File: src/rtl/irq_pkg.sv
package irq_pkg;

  typedef enum logic {
    PH_IDLE = 1'b0,
    PH_OPEN = 1'b1
  } rd_phase_t;

  // Cause vector layout: status bits first, then resume, bus reset, wake.
  function automatic int unsigned cause_width(input int unsigned nstat);
    return nstat + 3;
  endfunction

  function automatic int unsigned idx_resume(input int unsigned nstat);
    return nstat;
  endfunction

  function automatic int unsigned idx_bus_reset(input int unsigned nstat);
    return nstat + 1;
  endfunction

  function automatic int unsigned idx_wake(input int unsigned nstat);
    return nstat + 2;
  endfunction

  // Wake counts only in a stop state (any stop bit set).
  function automatic logic wake_allowed(input logic lvl, input logic any_stop);
    return lvl & any_stop;
  endfunction

endpackage

File: src/rtl/irq_cause_gate.sv
module irq_cause_gate
  import irq_pkg::*;
#(
  parameter int unsigned NSTAT = 3,
  parameter int unsigned NSTOP = 2,
  localparam int unsigned NC = cause_width(NSTAT)
) (
  input  logic [NSTAT-1:0] ev_stat,
  input  logic             ev_resume,
  input  logic             ev_bus_reset,
  input  logic             wake_req,
  input  logic [NSTOP-1:0] stop_cfg,
  output logic [NC-1:0]    cause_now,
  output logic             wake_ok
);

  logic any_stop;
  assign any_stop = |stop_cfg;
  assign wake_ok  = wake_allowed(wake_req, any_stop);

  for (genvar g = 0; g < NSTAT; g++) begin : g_stat
    assign cause_now[g] = ev_stat[g];
  end

  assign cause_now[idx_resume(NSTAT)]    = ev_resume;
  assign cause_now[idx_bus_reset(NSTAT)] = ev_bus_reset;
  assign cause_now[idx_wake(NSTAT)]      = wake_ok;

endmodule

File: src/rtl/irq_read_track.sv
module irq_read_track
  import irq_pkg::*;
(
  input  logic clk,
  input  logic rst_n,
  input  logic rd_start,
  input  logic rd_done,
  output logic open_q,
  output logic in_read,
  output logic read_close
);

  rd_phase_t phase_q, phase_d;

  assign open_q     = (phase_q == PH_OPEN);
  assign in_read    = open_q | rd_start;
  assign read_close = in_read & rd_done;

  always_comb begin
    phase_d = phase_q;
    if (read_close)   phase_d = PH_IDLE;
    else if (in_read) phase_d = PH_OPEN;
  end

  always_ff @(posedge clk or negedge rst_n) begin
    if (!rst_n) phase_q <= PH_IDLE;
    else        phase_q <= phase_d;
  end

  AST_READ_STAYS_OPEN: assert property (@(posedge clk) disable iff (!rst_n)
    (open_q && !rd_done) |=> open_q);

  AST_CLOSE_ENDS_READ: assert property (@(posedge clk) disable iff (!rst_n)
    read_close |=> !open_q);

endmodule

File: src/rtl/irq_two_stage.sv
module irq_two_stage #(
  parameter int unsigned NC = 6
) (
  input  logic          clk,
  input  logic          rst_n,
  input  logic [NC-1:0] cause_now,
  input  logic          open_q,
  input  logic          in_read,
  input  logic          read_close,
  output logic [NC-1:0] pend_q,
  output logic [NC-1:0] shadow_q
);

  logic [NC-1:0] shadow_base;
  logic [NC-1:0] pend_d, shadow_d;

  // A fresh read starts with an empty shadow; an open one keeps its contents.
  assign shadow_base = open_q ? shadow_q : '0;

  always_comb begin
    pend_d   = pend_q;
    shadow_d = shadow_q;
    if (read_close) begin
      pend_d   = shadow_base | cause_now;
      shadow_d = '0;
    end else if (in_read) begin
      pend_d   = '0;
      shadow_d = shadow_base | cause_now;
    end else begin
      pend_d   = pend_q | cause_now;
    end
  end

  always_ff @(posedge clk or negedge rst_n) begin
    if (!rst_n) begin
      pend_q   <= '0;
      shadow_q <= '0;
    end else begin
      pend_q   <= pend_d;
      shadow_q <= shadow_d;
    end
  end

  AST_EVENT_LATCHES: assert property (@(posedge clk) disable iff (!rst_n)
    (!in_read && (cause_now != '0)) |=> (pend_q != '0));

  AST_IDLE_HOLDS: assert property (@(posedge clk) disable iff (!rst_n)
    (!in_read && (pend_q != '0)) |=> (pend_q != '0));

  AST_READ_CLEARS: assert property (@(posedge clk) disable iff (!rst_n)
    (in_read && !read_close) |=> (pend_q == '0));

  AST_DEFER_CARRY: assert property (@(posedge clk) disable iff (!rst_n)
    (read_close && (shadow_base != '0)) |=> (pend_q != '0));

  AST_SHADOW_EMPTIED: assert property (@(posedge clk) disable iff (!rst_n)
    read_close |=> (shadow_q == '0));

endmodule

File: src/rtl/irq_pin_mux.sv
module irq_pin_mux #(
  parameter int unsigned NC = 6
) (
  input  logic [NC-1:0] pend_q,
  input  logic          ser_sel,
  input  logic          shift_bit,
  output logic          irq_n,
  output logic          ser_out
);

  assign irq_n   = ~(|pend_q);
  assign ser_out = ser_sel ? irq_n : shift_bit;

endmodule

File: src/rtl/irq_latch_ctl.sv
module irq_latch_ctl
  import irq_pkg::*;
#(
  parameter int unsigned NSTAT = 3,
  parameter int unsigned NSTOP = 2,
  localparam int unsigned NC = cause_width(NSTAT)
) (
  input  logic             clk,
  input  logic             rst_n,
  input  logic [NSTAT-1:0] ev_stat,
  input  logic             ev_resume,
  input  logic             ev_bus_reset,
  input  logic             wake_req,
  input  logic [NSTOP-1:0] stop_cfg,
  input  logic             rd_start,
  input  logic             rd_done,
  input  logic             ser_sel,
  input  logic             shift_bit,
  output logic             ser_out,
  output logic             irq_n,
  output logic [NC-1:0]    cause
);

  logic [NC-1:0] cause_now;
  logic          wake_ok;
  logic          open_q, in_read, read_close;
  logic [NC-1:0] pend_q, shadow_q;

  irq_cause_gate #(.NSTAT(NSTAT), .NSTOP(NSTOP)) u_gate (
    .ev_stat      (ev_stat),
    .ev_resume    (ev_resume),
    .ev_bus_reset (ev_bus_reset),
    .wake_req     (wake_req),
    .stop_cfg     (stop_cfg),
    .cause_now    (cause_now),
    .wake_ok      (wake_ok)
  );

  irq_read_track u_track (
    .clk        (clk),
    .rst_n      (rst_n),
    .rd_start   (rd_start),
    .rd_done    (rd_done),
    .open_q     (open_q),
    .in_read    (in_read),
    .read_close (read_close)
  );

  irq_two_stage #(.NC(NC)) u_stage (
    .clk        (clk),
    .rst_n      (rst_n),
    .cause_now  (cause_now),
    .open_q     (open_q),
    .in_read    (in_read),
    .read_close (read_close),
    .pend_q     (pend_q),
    .shadow_q   (shadow_q)
  );

  irq_pin_mux #(.NC(NC)) u_mux (
    .pend_q    (pend_q),
    .ser_sel   (ser_sel),
    .shift_bit (shift_bit),
    .irq_n     (irq_n),
    .ser_out   (ser_out)
  );

  assign cause = pend_q;

  AST_WAKE_BLOCKED: assert property (@(posedge clk) disable iff (!rst_n)
    (wake_req && (stop_cfg == '0) && !in_read && irq_n && !ev_resume
     && !ev_bus_reset && (ev_stat == '0)) |=> irq_n);

  AST_WAKE_RAISES: assert property (@(posedge clk) disable iff (!rst_n)
    (wake_ok && !in_read) |=> !irq_n);

  AST_STRAY_DONE: assert property (@(posedge clk) disable iff (!rst_n)
    (rd_done && !in_read && (cause_now == '0)) |=> $stable(cause));

endmodule

File: config.mk
export PLATFORM = sky130hd
export DESIGN_NAME = irq_latch_ctl
export DESIGN_NICKNAME = d
export VERILOG_FILES = /design/src/rtl/irq_pkg.sv /design/src/rtl/irq_cause_gate.sv /design/src/rtl/irq_read_track.sv /design/src/rtl/irq_two_stage.sv /design/src/rtl/irq_pin_mux.sv /design/src/rtl/irq_latch_ctl.sv
export SDC_FILE = /design/constraint.sdc
export NUM_CORES = 1
export LEC_CHECK = 0
export CAP_MARGIN = 20
export CORE_AREA = 8 8 45 47
export CTS_CLUSTER_SIZE = 10
export DETAILED_ROUTE_END_ITERATION = 7
export DIE_AREA = 0 0 53 55
export DONT_BUFFER_PORTS = 1
export PLACE_DENSITY_LB_ADDON = 0.15
export RECOVER_POWER = 25
export SKIP_LAST_GASP = 1
export SLEW_MARGIN = 20
export SYNTH_ARGS = -nofsm -noshare
export SYNTH_HDL_FRONTEND = slang
export SYNTH_SLANG_ARGS = --single-unit
File: constraint.sdc
create_clock -name clk -period 2.7 [get_ports clk]
set_input_delay 0.54 -clock clk [delete_from_list [all_inputs] [get_ports clk]]
set_output_delay 0.54 -clock clk [all_outputs]
set_load 0.005 [all_outputs]
* Yosys cells after proc, flatten, opt, wreduce, memory -nomap -nowiden
Cells that the tools add are included.
** Operators by class
- Mux-type cells :: 8
- Reduce and logical (&&, ||, !) cells :: 3
- Bitwise logic cells :: 6
** Operators by type and width (count)
- 6-bit 2-to-1 mux :: 5
- 6-bit OR :: 2
- 6-bit OR reduction :: 1
- 1-bit 2-to-1 mux :: 3
- 1-bit bitwise AND :: 2
- 2-bit nonzero test :: 1
- 2-bit OR reduction :: 1
- 1-bit NOT :: 1
- 1-bit OR :: 1
** Storage, ports and cells
- Word-level logic and storage cells :: 20
- Bits in registers :: 13

* Longest topological paths before layout
Gate-level depths: netlist of the first run.
- Depth in word-level cells :: 5
- Gate-level depth with buffers :: 4

* Hierarchy
Synthesis of the first run repeated with hierarchy kept, for this count alone.
** Second synthesis, totals
- Cells, all modules :: 67
- Area total of the unflattened synthesis :: 663.1 um2
** By module, submodules not included
- irq_two_stage :: cells each 51, times used 1, area an instance 515.5 um2
- irq_cause_gate :: cells each 7, times used 1, area an instance 52.6 um2
- irq_read_track :: cells each 4, times used 1, area an instance 48.8 um2
- irq_pin_mux :: cells each 5, times used 1, area an instance 46.3 um2

* Worst setup path before layout of the first run
No wires, ideal clock.
- Kind :: flip-flop to output port
- From :: register u_stage.pend_q[2]
- To :: output port ser_out
- Buffers on the path :: 0
- Stages on the path, launching flop included :: 4
- Data arrival time :: 1.219 ns
- Path slack :: 0.941 ns
- Cells stage by stage :: dfrtp_1 -> or4_4 -> nor3_4 -> mux2_1
** On the way
- Word-level cells in the longest chain between the ends :: 3
** Ends and longest elaborated chain
- start, declared :: line irq_two_stage.sv:10 : output logic [NC-1:0] pend_q,
- start signal, assigned :: line irq_two_stage.sv:39 : pend_q <= pend_d;
- 6-bit OR reduction :: line irq_pin_mux.sv:11 : assign irq_n = ~(|pend_q);
- 1-bit NOT :: line irq_pin_mux.sv:11
- via irq_n :: line irq_latch_ctl.sv:20 : output logic irq_n,
- 1-bit 2-to-1 mux :: line irq_pin_mux.sv:12 : assign ser_out = ser_sel ? irq_n : shift_bit;
- end, declared :: line irq_latch_ctl.sv:19 : output logic ser_out,
The timed path passes the listed nets, and every way through them passes these cells.

* Final worst setup path of the first run
Same ends and word-level chain as after synthesis.

==> flow_summary_export.csv, run 1 <==
group,metric,value,unit
status,status,"complete, no violations",
place,io_buffers,0,
sta,skew,3.13,ps
grt,grt_pass1_vias,508,
cts,root_buffer,"clkbuf_4",
floorplanning,placementRows,14,
sta,rsz0062_at_grt,"no",
synth,syn_inst,63,
cts,worstSkewPairLatency,270,ps
layout,diodes,0,
layout,finalInstanceArea,662,um^2
sta,report.final.slew_viol_count,0,
sta,finalCritPeriodShare,0.779,
cts,cts-htree-levels,1,
synth,synth.distinct_cells,17,
synth,yosysWarnings,0,
detailed_routing,drtIter0Drc,21,
sta,relSlewSlack,0.606,
detailed_routing,avgViaCountPerCell,5.98,
power_and_ir_drop,power,0.400,mW
synth,synth_xor_area_frac,0,
power_and_ir_drop,ir_worst_vdd,0.236,mV
worst_setup_path,critPathTopFamily,"simple AND/OR/NAND/NOR gates",
floorplanning,ios,22,
synth,synthSimpleGateAreaFrac,0.114,
grt,overflow,0,
sta,tightest_slew,590,ps
layout,layout_common_cells,"dfrtp_1 (13), a21oi_1 (10), o21ai_0 (10)",
layout,drive_gt1_frac,0.0896,
worst_setup_path,ff2ff_setup_slack,1530,ps
sta,setup_viol,0,
cts,cts_tree,"done",
floorplanning,dieArea,2920,um^2
grt,antenna_found_initial,0,
worst_setup_path,cp.arrival,1560,ps
sta,min_period,2100,ps
sta,fin_hold_ws,347,ps
worst_setup_path,cp_max_fo,3,
grt,grt_usage,0.106,
cts,cts.clk_slew.worst_paths,80,ps
job,maxCapViolCount,0,
floorplanning,initial_core_util,0.438,
sta,tns,0,ps
synth,seq_area_frac_synth,0.537,
power_and_ir_drop,power_density,605,nW/um^2
worst_setup_path,path_buf_inv,0,
detailed_routing,num_vias,496,
layout,layout_commonest_cell,"dfrtp_1",
synth,syn_area,606,um^2
synth,syn-num-nets,77,
place,gp_congestion,0.719,
worst_setup_path,startpoint_type,"flop",
detailed_routing,wl_per_cell,16.9,um
power_and_ir_drop,power.leakage,0.298,nW
detailed_routing,routed_wirelength,1400,um
worst_setup_path,worstSetupPathType,"reg2out",
worst_setup_path,cpPeakStageDelay,550,ps
layout,nets,82,
synth,synth-compound-area-share,0.312,
sta,hold_violations,0,
worst_setup_path,worstPathRequired,2160,ps
grt,grt_start_max_net_pins,14,
hold_path,hold_path_class,"in2reg",
worst_setup_path,crit_chain,"or4_4 > nor3_4 > mux2_1",
worst_setup_path,cp_slowest_cell,"or4_4",
place,hpwl,1040,um
floorplanning,die_height,55,um
detailed_routing,dr.pass1.iters,4,
synth,synth_top_family_by_area,"compound AO/OA/AOI/OAI gates",
synth,synthMuxAreaShare,0.0186,
cts,clockBufferDepth,2,
place,place_ws,881,ps
sta,setup_ws,598,ps
detailed_routing,drc,0,
synth,synthAdderAreaFrac,0,
layout,syn2layout_area_growth,9.30,%
place,place_area,626,um^2
cts,cts_buffers,3,
synth,syn_avg_cell_area,9.61,um^2
worst_setup_path,end_kind,"output pin",
grt,grt_pass1_wl,2320,um
sta,max_freq,0.476,GHz
detailed_routing,drtAntennaViolNets,0,
synth,ys_seq_elements,13,
cts,cts_sinks,13,
floorplanning,die_x,53,um
floorplanning,core,1380,um^2
-- cells in the mapped netlist --
| cell | instances | share of area |
|---|---|---|
| mux2_1 | 1 | 0.019 |
| nand2_1 | 5 | 0.031 |
| dfrtp_1 | 13 | 0.54 |
| nand2b_1 | 1 | 0.010 |
| nand3_1 | 1 | 0.0083 |
| nor2_1 | 3 | 0.019 |
| a21o_1 | 4 | 0.050 |
| nor3_4 | 1 | 0.027 |
| o211ai_1 | 1 | 0.012 |
| a22o_1 | 1 | 0.014 |
| o21ai_1 | 7 | 0.058 |
| clkbuf_1 | 2 | 0.012 |
| a21oi_1 | 10 | 0.083 |
| or4_4 | 1 | 0.019 |
| o21ai_0 | 10 | 0.083 |
| inv_1 | 1 | 0.0062 |
| o21a_1 | 1 | 0.012 |
-- state kept, by name, summed over array words and instances (netlist names) --
register and cells:
u_track.open_q 1, u_stage.shadow_q 6, u_stage.pend_q 6
-- report_power, final --
part | switching, mW | leakage [nW] | internal (mW) | total, mW
Clock | 0.0605 | 0.0150 | 0.0572 | 0.118
Sequential | 0.0218 | 0.161 | 0.214 | 0.236
Combinational | 0.0242 | 0.122 | 0.0222 | 0.0464
Total | 0.106 | 0.298 | 0.294 | 0.400
-- area by class of cell --
type,instances,area [um^2]
Fill cell,134,722
Multi-Input combinational cell,47,269
Sequential cell,13,325
Clock buffer,4,26.3
Timing Repair Buffer,2,17.5
Tap cell,16,20.0
Inverter,1,3.75
-- stage by stage --
| stage | utilization | std cells |
|---|---|---|
| floorplan | - | 63 |
| global placement | 0.452 | 78 |
| detailed placement | 0.452 | 78 |
| CTS | 0.478 | 83 |
| global route | 0.478 | 83 |
| finish | 0.478 | 83 |
-- final timing paths --
path,startpoint,depth (start not counted),end
worst min register to register,u_stage.shadow_q[2],1,u_stage.shadow_q[2]
worst max-delay path,u_stage.pend_q[2],3,ser_out
min in group asynchronous,rst_n,1,u_stage.pend_q[0]
worst max register to register,u_track.open_q,4,u_stage.pend_q[3]
max in group asynchronous,rst_n,1,u_stage.shadow_q[1]
worst min-delay path,rd_done,1,u_track.open_q
-- logic make-up (layout without fill, tap and decap cells) --
kind of cell | Yosys count | after routing
flops | 13 | 13
buf+inv | 3 | 7
compound gates | 34 | 34
mux | 1 | 1
simple gates | 12 | 12
-- metal layers --
| metal | vias to the layer above | part of all wire | global-route usage |
|---|---|---|---|
| li1 | 237 | - | - |
| met1 | 232 | 0.43 | 0.119 |
| met2 | 25 | 0.43 | 0.164 |
| met3 | 2 | 0.13 | 0.0508 |
| met4 | 0 | 0.0064 | 0.0517 |
| met5 | - | 0 | 0 |
-- worst register-to-register path, delay by kind of cell (launching register included) --
kind,cells,cell delay [ps]
buffers and inverters,1,200
flip-flops,1,520
AND/OR/NAND/NOR,1,190
AO/OA/AOI/OAI,2,190
-- what timing repair did --
| action | in CTS | in global routing |
|---|---|---|
| gates resized for setup | 0 | 0 |
| setup buffers | 0 | 0 |
| hold buffers | 1 | 0 |
| endpoints found under the hold margin | 13 | 0 |
Note: power is estimated with default switching activity, not from simulation.
==> inputs of run 2 (changes only) <==
==> constraint.sdc (replaced) <==
create_clock -name clk -period 1.7 [get_ports clk]
set_input_delay 0.34 -clock clk [delete_from_list [all_inputs] [get_ports clk]]
set_output_delay 0.34 -clock clk [all_outputs]
set_load 0.005 [all_outputs]
==> run 2 against run 1 <==
  * The flow now finishes with violations (setup timing)
  * Routed wire length shrank 0.64%
  * Die area unchanged
  * Sequential share of layout area shrank 1.4 points
  * Clock power up 58%
  * Clock-buffer cell count unchanged
  * Register-to-register slack worse by 990 ps
  * Sequential cell count unchanged
  * Critical path depth is the same
  * Combinational power is 78% higher
  * Global-route usage decreased by 0.30 points
  * Core utilization up 1.4 points
  * Total power increased by 60%
  * Critical endpoint unchanged
==> flow_summary_export.csv, run 2 (same netlist as run 1, synthesis figures left out) <==
group,metric,value,unit
status,status,"finished with violations",
status,violations,"setup timing",
floorplanning,core,1380,um^2
sta,min_period,1880,ps
detailed_routing,avgViaCountPerCell,5.93,
worst_setup_path,cp_slowest_cell,"or4_4",
grt,grt_pass1_wl,2210,um
floorplanning,placementRows,14,
cts,cts_sinks,13,
grt,grt_start_max_net_pins,14,
sta,relSlewSlack,0.606,
sta,rsz0062_at_grt,"yes",
layout,layout_common_cells,"dfrtp_1 (13), a21oi_1 (10), o21ai_0 (10)",
detailed_routing,drtIter0Drc,10,
power_and_ir_drop,power.leakage,0.311,nW
floorplanning,die_x,53,um
place,place_area,641,um^2
floorplanning,dieArea,2920,um^2
detailed_routing,dr.pass1.iters,4,
layout,drive_gt1_frac,0.130,
detailed_routing,drtAntennaViolNets,0,
detailed_routing,wl_per_cell,16.4,um
grt,grt_usage,0.103,
cts,cts.clk_slew.worst_paths,80,ps
floorplanning,die_height,55,um
layout,diodes,0,
layout,nets,84,
floorplanning,ios,22,
sta,fin_hold_ws,148,ps
detailed_routing,wl_met3,205,um
sta,skew,3.17,ps
cts,cts-htree-levels,1,
worst_setup_path,startpoint_type,"flop",
cts,cts_tree,"done",
power_and_ir_drop,ir_worst_vdd,0.383,mV
detailed_routing,routed_wirelength,1390,um
worst_setup_path,cp_max_fo,3,
power_and_ir_drop,power_density,940,nW/um^2
sta,finalCritPeriodShare,1.11,
layout,syn2layout_area_growth,12.4,%
cts,worstSkewPairLatency,270,ps
grt,grt_pass1_vias,473,
cts,clockBufferDepth,2,
cts,root_buffer,"clkbuf_4",
worst_setup_path,crit_chain,"or4_4 > nor3_4 > mux2_4",
sta,report.final.slew_viol_count,0,
worst_setup_path,worstSetupPathType,"reg2out",
detailed_routing,wl_met1,559,um
detailed_routing,topRoutingLayerUsed,"met4",
hold_path,hold_path_class,"in2reg",
worst_setup_path,end_kind,"output pin",
worst_setup_path,cpPeakStageDelay,560,ps
worst_setup_path,worstPathRequired,1360,ps
cts,cts_buffers,3,
grt,antenna_found_initial,0,
layout,layout_commonest_cell,"dfrtp_1",
job,maxCapViolCount,0,
sta,hold_violations,0,
worst_setup_path,cp.arrival,1540,ps
sta,setup_viol,2,
place,hpwl,1060,um
sta,setup_ws,-181,ps
detailed_routing,drc,0,
sta,max_freq,0.532,GHz
floorplanning,initial_core_util,0.438,
detailed_routing,num_vias,504,
sta,tightest_slew,589,ps
place,io_buffers,0,
detailed_routing,dr_wl_met2,612,um
place,gp_congestion,0.705,
layout,finalInstanceArea,681,um^2
grt,overflow,0,
run 2: cell types whose count changed in the layout (fill, tap and decap cells not counted), sizes merged:
| cell | change |
|---|---|
| buf | +2 |
run 2: per-layer routing:
| metal | vias to the layer above | global-route usage |
|---|---|---|
| met5 | - | 0 |
| met4 | 0 | 0.0647 |
| met3 | 2 | 0.0455 |
| met2 | 28 | 0.156 |
| met1 | 233 | 0.116 |
| li1 | 241 | - |
run 2: worst paths after layout:
kind                                       end                 from  cells past startpoint  slack (ps)
min                             u_track.open_q              rd_done                      1         150
min reg2reg                u_stage.shadow_q[1]  u_stage.shadow_q[1]                      1         500
max reg2reg                u_stage.shadow_q[3]       u_track.open_q                      3         540
max                                    ser_out    u_stage.pend_q[5]                      3        -180
max in group asynchronous  u_stage.shadow_q[2]                rst_n                      1         810
min in group asynchronous    u_stage.pend_q[0]                rst_n                      1         510
run 2: layout make-up:
| type | count | area [um^2] |
|---|---|---|
| Fill cell | 124 | 703 |
| Multi-Input combinational cell | 47 | 273 |
| Sequential cell | 13 | 325 |
| Timing Repair Buffer | 4 | 32.5 |
| Clock buffer | 4 | 26.3 |
| Tap cell | 16 | 20.0 |
| Inverter | 1 | 3.75 |
run 2: repair_timing:
item | in CTS | in global routing
hold buffers | 1 | 0
setup endpoints to repair | 2 | 2
hold endpoints to repair | 13 | 0
resized for setup | 1 | 0
pin swaps | 1 | 0
setup buffers | 0 | 0
run 2: power breakdown:
part | internal [mW] | total [mW] | switching [mW]
clock network | 0.0907 | 0.187 | 0.0961
registers | 0.340 | 0.370 | 0.0300
logic | 0.0398 | 0.0826 | 0.0428
total | 0.471 | 0.640 | 0.169
run 2: stage by stage:
step                      worst slack (ps)  power, mW  instances  setup TNS [ps]   util
final                                 -181      0.640         85            -325  0.492
after global routing                  -265      0.681         85            -492  0.492
after CTS                             -201      0.653         85            -365  0.492
after detailed placement               104      0.452         80               0  0.463
after global placement                 122      0.449         80               0  0.463
after floorplan                        141      0.428         63               0      -
run 2: worst max-delay path: cells and delay by family, from the launching register on:
| family | cells | cell delay [ps] |
|---|---|---|
| multiplexers | 1 | 170 |
| flip-flops | 1 | 420 |
| AND/OR/NAND/NOR | 2 | 690 |
